### src/rtl/spi_rxm_pkg.sv
package spi_rxm_pkg;
  typedef enum logic {
    MODE_PAIR   = 1'b0,
    MODE_MASKED = 1'b1
  } rxm_mode_e;

  typedef enum logic [1:0] {
    WIN_ALL    = 2'd0,
    WIN_FIRST1 = 2'd1,
    WIN_FIRST2 = 2'd2,
    WIN_ALT    = 2'd3
  } rxm_win_e;
endpackage

### src/rtl/spi_rxm_cmp.sv
module spi_rxm_cmp
  import spi_rxm_pkg::*;
#(
  parameter int W = 16
) (
  input  logic [W-1:0] word,
  input  logic [W-1:0] m0,
  input  logic [W-1:0] m1,
  input  logic [W-1:0] mask,
  input  rxm_mode_e    mode,
  output logic         hit
);
  logic [W-1:0] eq0, eq1, eqm;

  for (genvar i = 0; i < W; i++) begin : g_bit
    assign eq0[i] = (word[i] == m0[i]);
    assign eq1[i] = (word[i] == m1[i]);
    assign eqm[i] = eq0[i] | ~mask[i];
  end

  always_comb begin
    if (mode == MODE_MASKED) hit = &eqm;
    else                     hit = (&eq0) | (&eq1);
  end
endmodule

### src/rtl/spi_rxm_window.sv
module spi_rxm_window
  import spi_rxm_pkg::*;
#(
  parameter int CNT_SAT = 2
) (
  input  logic     clk,
  input  logic     rst_n,
  input  logic     frame_start,
  input  logic     word_kept,
  input  rxm_win_e win_sel,
  output logic     in_window
);
  localparam int CNT_W = $clog2(CNT_SAT + 1);
  localparam logic [CNT_W-1:0] SAT_V = CNT_W'(CNT_SAT);

  logic [CNT_W-1:0] cnt_q, cnt_d, cnt_eff;
  logic             cnt_en;

  always_comb begin
    cnt_eff = frame_start ? '0 : cnt_q;
    cnt_en  = word_kept | frame_start;
    cnt_d   = cnt_eff;
    if (word_kept && (cnt_eff != SAT_V)) cnt_d = cnt_eff + 1'b1;
  end

  always_comb begin
    unique case (win_sel)
      WIN_FIRST1: in_window = (cnt_eff == '0);
      WIN_FIRST2: in_window = (cnt_eff < CNT_W'(2));
      default:    in_window = 1'b1;
    endcase
  end

  always_ff @(posedge clk or negedge rst_n) begin
    if (!rst_n)      cnt_q <= '0;
    else if (cnt_en) cnt_q <= cnt_d;
  end
endmodule

### src/rtl/spi_rxm_gate.sv
module spi_rxm_gate #(
  parameter int W = 16
) (
  input  logic         clk,
  input  logic         rst_n,
  input  logic         word_kept,
  input  logic         hit,
  input  logic [W-1:0] word,
  input  logic         match_only,
  input  logic         flag_clr,
  output logic         fwd_valid,
  output logic [W-1:0] fwd_data,
  output logic         match_flag
);
  logic         flag_d, fwd_d, data_en;

  always_comb begin
    flag_d  = hit | (match_flag & ~flag_clr);
    fwd_d   = word_kept & (~match_only | match_flag | hit);
    data_en = fwd_d;
  end

  always_ff @(posedge clk or negedge rst_n) begin
    if (!rst_n) begin
      match_flag <= 1'b0;
      fwd_valid  <= 1'b0;
    end else begin
      match_flag <= flag_d;
      fwd_valid  <= fwd_d;
    end
  end

  always_ff @(posedge clk or negedge rst_n) begin
    if (!rst_n)       fwd_data <= '0;
    else if (data_en) fwd_data <= word;
  end
endmodule

### src/rtl/spi_rx_match_filter.sv
module spi_rx_match_filter
  import spi_rxm_pkg::*;
#(
  parameter int W       = 16,
  parameter int CNT_SAT = 2
) (
  input  logic         clk,
  input  logic         rst_n,
  input  logic         rx_valid,
  input  logic [W-1:0] rx_data,
  input  logic         rx_discard,
  input  logic         frame_start,
  input  logic         cfg_mode,
  input  logic [1:0]   cfg_window,
  input  logic         match_only,
  input  logic [W-1:0] match0,
  input  logic [W-1:0] match1,
  input  logic [W-1:0] mask,
  input  logic         flag_clr,
  output logic         fwd_valid,
  output logic [W-1:0] fwd_data,
  output logic         match_flag
);
  logic [1:0] rst_sync_q;
  logic       rst_int_n;
  logic       word_kept, cmp_hit, in_window, hit;

  always_ff @(posedge clk or negedge rst_n) begin
    if (!rst_n) rst_sync_q <= 2'b00;
    else        rst_sync_q <= {rst_sync_q[0], 1'b1};
  end
  assign rst_int_n = rst_sync_q[1];

  assign word_kept = rx_valid & ~rx_discard;
  assign hit       = word_kept & in_window & cmp_hit;

  spi_rxm_cmp #(.W(W)) cmp_i (
    .word (rx_data),
    .m0   (match0),
    .m1   (match1),
    .mask (mask),
    .mode (rxm_mode_e'(cfg_mode)),
    .hit  (cmp_hit)
  );

  spi_rxm_window #(.CNT_SAT(CNT_SAT)) win_i (
    .clk         (clk),
    .rst_n       (rst_int_n),
    .frame_start (frame_start),
    .word_kept   (word_kept),
    .win_sel     (rxm_win_e'(cfg_window)),
    .in_window   (in_window)
  );

  spi_rxm_gate #(.W(W)) gate_i (
    .clk        (clk),
    .rst_n      (rst_int_n),
    .word_kept  (word_kept),
    .hit        (hit),
    .word       (rx_data),
    .match_only (match_only),
    .flag_clr   (flag_clr),
    .fwd_valid  (fwd_valid),
    .fwd_data   (fwd_data),
    .match_flag (match_flag)
  );
endmodule

### config.mk
export PLATFORM = sky130hd
export DESIGN_NAME = spi_rx_match_filter
export DESIGN_NICKNAME = d
export VERILOG_FILES = /design/src/rtl/spi_rxm_pkg.sv /design/src/rtl/spi_rxm_cmp.sv /design/src/rtl/spi_rxm_window.sv /design/src/rtl/spi_rxm_gate.sv /design/src/rtl/spi_rx_match_filter.sv
export SDC_FILE = /design/constraint.sdc
export NUM_CORES = 1
export LEC_CHECK = 0
export BUFFER_PORTS_ARGS = -buffer_cell sky130_fd_sc_hd__buf_2
export CELL_PAD_IN_SITES_DETAIL_PLACEMENT = 1
export CELL_PAD_IN_SITES_GLOBAL_PLACEMENT = 1
export CORE_AREA = 2 2 72 74
export DETAILED_ROUTE_END_ITERATION = 10
export DIE_AREA = 0 0 74 76
export PLACE_DENSITY_LB_ADDON = 0.15
export SYNTH_ARGS = -nofsm -noshare
export SYNTH_HDL_FRONTEND = slang
export SYNTH_SLANG_ARGS = --single-unit
### constraint.sdc
create_clock -name clk -period 0.8 [get_ports clk]
set_input_delay 0.04 -clock clk [delete_from_list [all_inputs] [get_ports clk]]
set_output_delay 0.04 -clock clk [all_outputs]
set_load 0.01 [all_outputs]
==> flow_metrics.py <==
metrics = {
    "cts": {
        "root_buffer": "clkbuf_8",
        "cts_buffers": 3,
        "insertion_delay_ns": 0.26,
        "cts_num_sinks": 22,
        "cts_buffer_depth": 2,
        "clk_pin_slew_ns": 0.08,
        "htreeDepth": 1,
        "cts_tree": "built",
    },
    "finish": {
        "antenna_cells": 0,
        "area_growth_syn_to_layout_pct": 62.6,
        "layout_common_cells": "buf_2 (88), xor2_1 (26), buf_4 (23)",
        "final_common_cell": "buf_2",
        "drive_above_1_share": 0.597,
        "nets": 327,
    },
    "pwr": {
        "p_comb_frac": 0.368,
        "total_power_mw": 3.51,
        "internal-power_mw": 2.46,
        "p_leak_nw": 1.24,
        "switching_share": 0.298,
        "p_clk_frac": 0.234,
        "power_frac_seq": 0.398,
        "ir_worst_vdd_v": 0.000750,
        "p_sw_mw": 1.05,
        "p_per_area_nw_per_um2": 1490,
    },
    "job": {
        "maxCapViolCount": 0,
    },
    "timing": {
        "rsz0062_at_grt": "true",
        "drv_slew": 0,
        "hold_slack_ns": 0.0568,
        "finalCritPeriodShare": 2.53,
        "finalCriticalPeriod_ns": 2.02,
        "fin_ws_ns": -1.22,
        "fmax_mhz": 495,
        "hold_violations": 0,
        "finalSetupViolCount": 37,
        "fin_skew_ns": 0.00187,
    },
    "synth": {
        "synth_seq_area_share": 0.380,
        "syn_nets": 204,
        "yosys.area.top_type_share": 0.380,
        "avgSynthCellArea_sq_um": 11.5,
        "synth_area_leaders": "dfrtp_1 (38%), xor2_1 (16%), mux2_4 (9.3%)",
        "ys_ff_latch": 22,
        "synth_cells": 126,
        "synth.distinct_cells": 30,
        "yosysWarnings": 0,
        "synth_area_sq_um": 1450,
        "synth_top_area_cell": "dfrtp_1",
    },
    "route": {
        "firstDrtPassIters": 6,
        "num_vias": 1395,
        "ant_nets": 0,
        "drt-total-wl_mm": 4.75,
        "dr_wl_met3_um": 281,
        "via_per_inst": 4.39,
        "maxUsedRoutingLayer": "met4",
        "wire_per_inst_um": 14.9,
        "met1_length_mm": 1.85,
        "drtIter0Drc": 26,
        "met2_length_mm": 2.58,
        "drc": 0,
    },
    "critical_path": {
        "critPathKind": "reg -> reg",
        "worst_setup_path_end_kind": "flip-flop",
        "required_ns": 0.95,
        "cp_max_fo": 9,
        "ff2ff_setup_slack_ns": -1.22,
        "ff2ff_path_depth": 8,
        "reg2reg_to": "gate_i.fwd_data[9]",
        "critical_path_arrival_ns": 2.17,
        "start_kind": "flip-flop",
        "worst_r2r_startpoint": "win_i.cnt_q[1]",
    },
    "outcome": {
        "status": "finished, violations left",
        "violations": "setup timing",
    },
    "floorplan": {
        "die_y_um": 76,
        "initial_utilization": 0.295,
        "die_w_um": 74,
        "die-area_sq_um": 5620,
        "io_pins": 92,
        "core_sq_um": 4910,
        "fp-row-count": 26,
    },
    "place": {
        "dp_hpwl_mm": 4.00,
        "gp_congestion": 0.793,
        "io_buffers": 91,
    },
    "global_route": {
        "grt_pass1_vias": 1633,
        "grt_util_all_layers": 0.177,
        "grt_pass1_wl_mm": 7.78,
        "grt_start_max_net_pins": 21,
        "antenna_found_initial": 0,
        "gr-total-overflow": 0,
    },
    "min_path": {
        "hold_depth": 2,
        "whs_endpoint": "gate_i.fwd_data[3]",
        "hold_path.startpoint": "rx_data[3]",
        "hold_path_class": "in -> reg",
    },
}
metrics by stage:
stage | cells | worst slack (ns) | area [sq um] | utilization | TNS (ns)
after global routing | 318 | -1.34 | 2360 | 0.480 | -25.06
after global placement | 310 | -1.19 | 2180 | 0.443 | -20.73
final | 318 | -1.22 | 2360 | 0.480 | -22.44
after CTS | 318 | -1.25 | 2340 | 0.476 | -22.80
after floorplan | 126 | -1.26 | 1470 | - | -20.95
after detailed placement | 310 | -1.27 | 2180 | 0.443 | -21.84
repair_timing:
action | CTS | global route
setup buffers | 2 | 1
endpoints found under the setup margin | 38 | 38
resized for setup | 16 | 6
pin swaps | 0 | 3
hold buffers | 2 | 0
hold endpoints to repair | 3 | 0
gates cloned | 0 | 0
worst max-delay path by stage:
stage	startpoint	endpoint	slack [ns]	depth (start not counted)
6_report	win_i.cnt_q[1]	gate_i.fwd_data[9]	-1.22	8
5_1_grt	win_i.cnt_q[0]	gate_i.fwd_data[9]	-1.34	8
4_1_cts	win_i.cnt_q[1]	gate_i.fwd_data[8]	-1.25	8
3_5_place_dp	win_i.cnt_q[1]	gate_i.fwd_data[9]	-1.27	8
3_3_place_gp	win_i.cnt_q[1]	gate_i.fwd_data[8]	-1.19	8
2_1_floorplan	win_i.cnt_q[1]	gate_i.fwd_data[0]	-1.26	8
kinds of logic (layout without fill, tap and decap cells):
family          after synthesis  in the layout  synth area share
xor+xnor                     34             34             0.205
fa+ha+maj                     4              4            0.0345
other cells                   1              1           0.00259
compound gates               15             15            0.0923
simple gates                 22             22             0.102
buf+inv                      12            134            0.0362
mux                          16             16             0.148
flops                        22             22             0.380
per-layer routing:
| metal | track usage | vias up |
|---|---|---|
| met5 | 0 | - |
| met4 | 0.0291 | 0 |
| met3 | 0.0317 | 4 |
| met2 | 0.330 | 47 |
| met1 | 0.209 | 667 |
| li1 | - | 677 |
sequential cells by signal, indices dropped and copies added (netlist names):
signal / count
gate_i.fwd_data: 16
gate_i.fwd_valid: 1
gate_i.match_flag: 1
win_i.cnt_q: 2
rst_sync_q: 2
power by group through the flow:
stage	clock [mW]	combinational (mW)	sequential, mW
final	0.822	1.29	1.40
after global routing	0.881	1.41	1.42
after CTS	0.841	1.29	1.39
after detailed placement	0	1.19	1.40
after global placement	0	1.14	1.41
after floorplan	0	0.469	1.49
synth_stat cells:
cell type and count:
xor2_1 26, dfrtp_1 22, inv_1 11, mux2_4 9
xnor2_1 8, nor4_1 6, ha_1 4, mux2_1 4
nand2_1 4, nand4_1 4, a2bb2oi_1 3, mux2_2 3
a21oi_1 2, nand2b_1 2, nor2_1 2, o21ai_0 2
a211oi_4 1, a21boi_0 1, a221o_1 1, a222oi_1 1
a22oi_1 1, buf_6 1, conb_1 1, nand2b_4 1
nand4b_1 1, nor2b_1 1, nor4_4 1, o21ai_1 1
o22ai_1 1, o31ai_4 1
worst max-delay path, cell delays in order, from the launching register on:
cell      delay [ns]
dfrtp_1         0.38
nand2b_4        0.08
ha_4            0.16
a221o_1         0.35
nand4_1         0.15
nor4_4          0.06
a211oi_4        0.22
buf_6           0.21
mux2_4          0.31
final cells by class:
type                       count  area, sq um
multi-input combinational     92          920
timing repair buffer         119          701
clock buffer                   4         55.1
inverter                      11         43.8
fill                         588         2550
sequential                    22          551
tap                           70         87.6
Note: power is estimated with default switching activity, not from simulation.
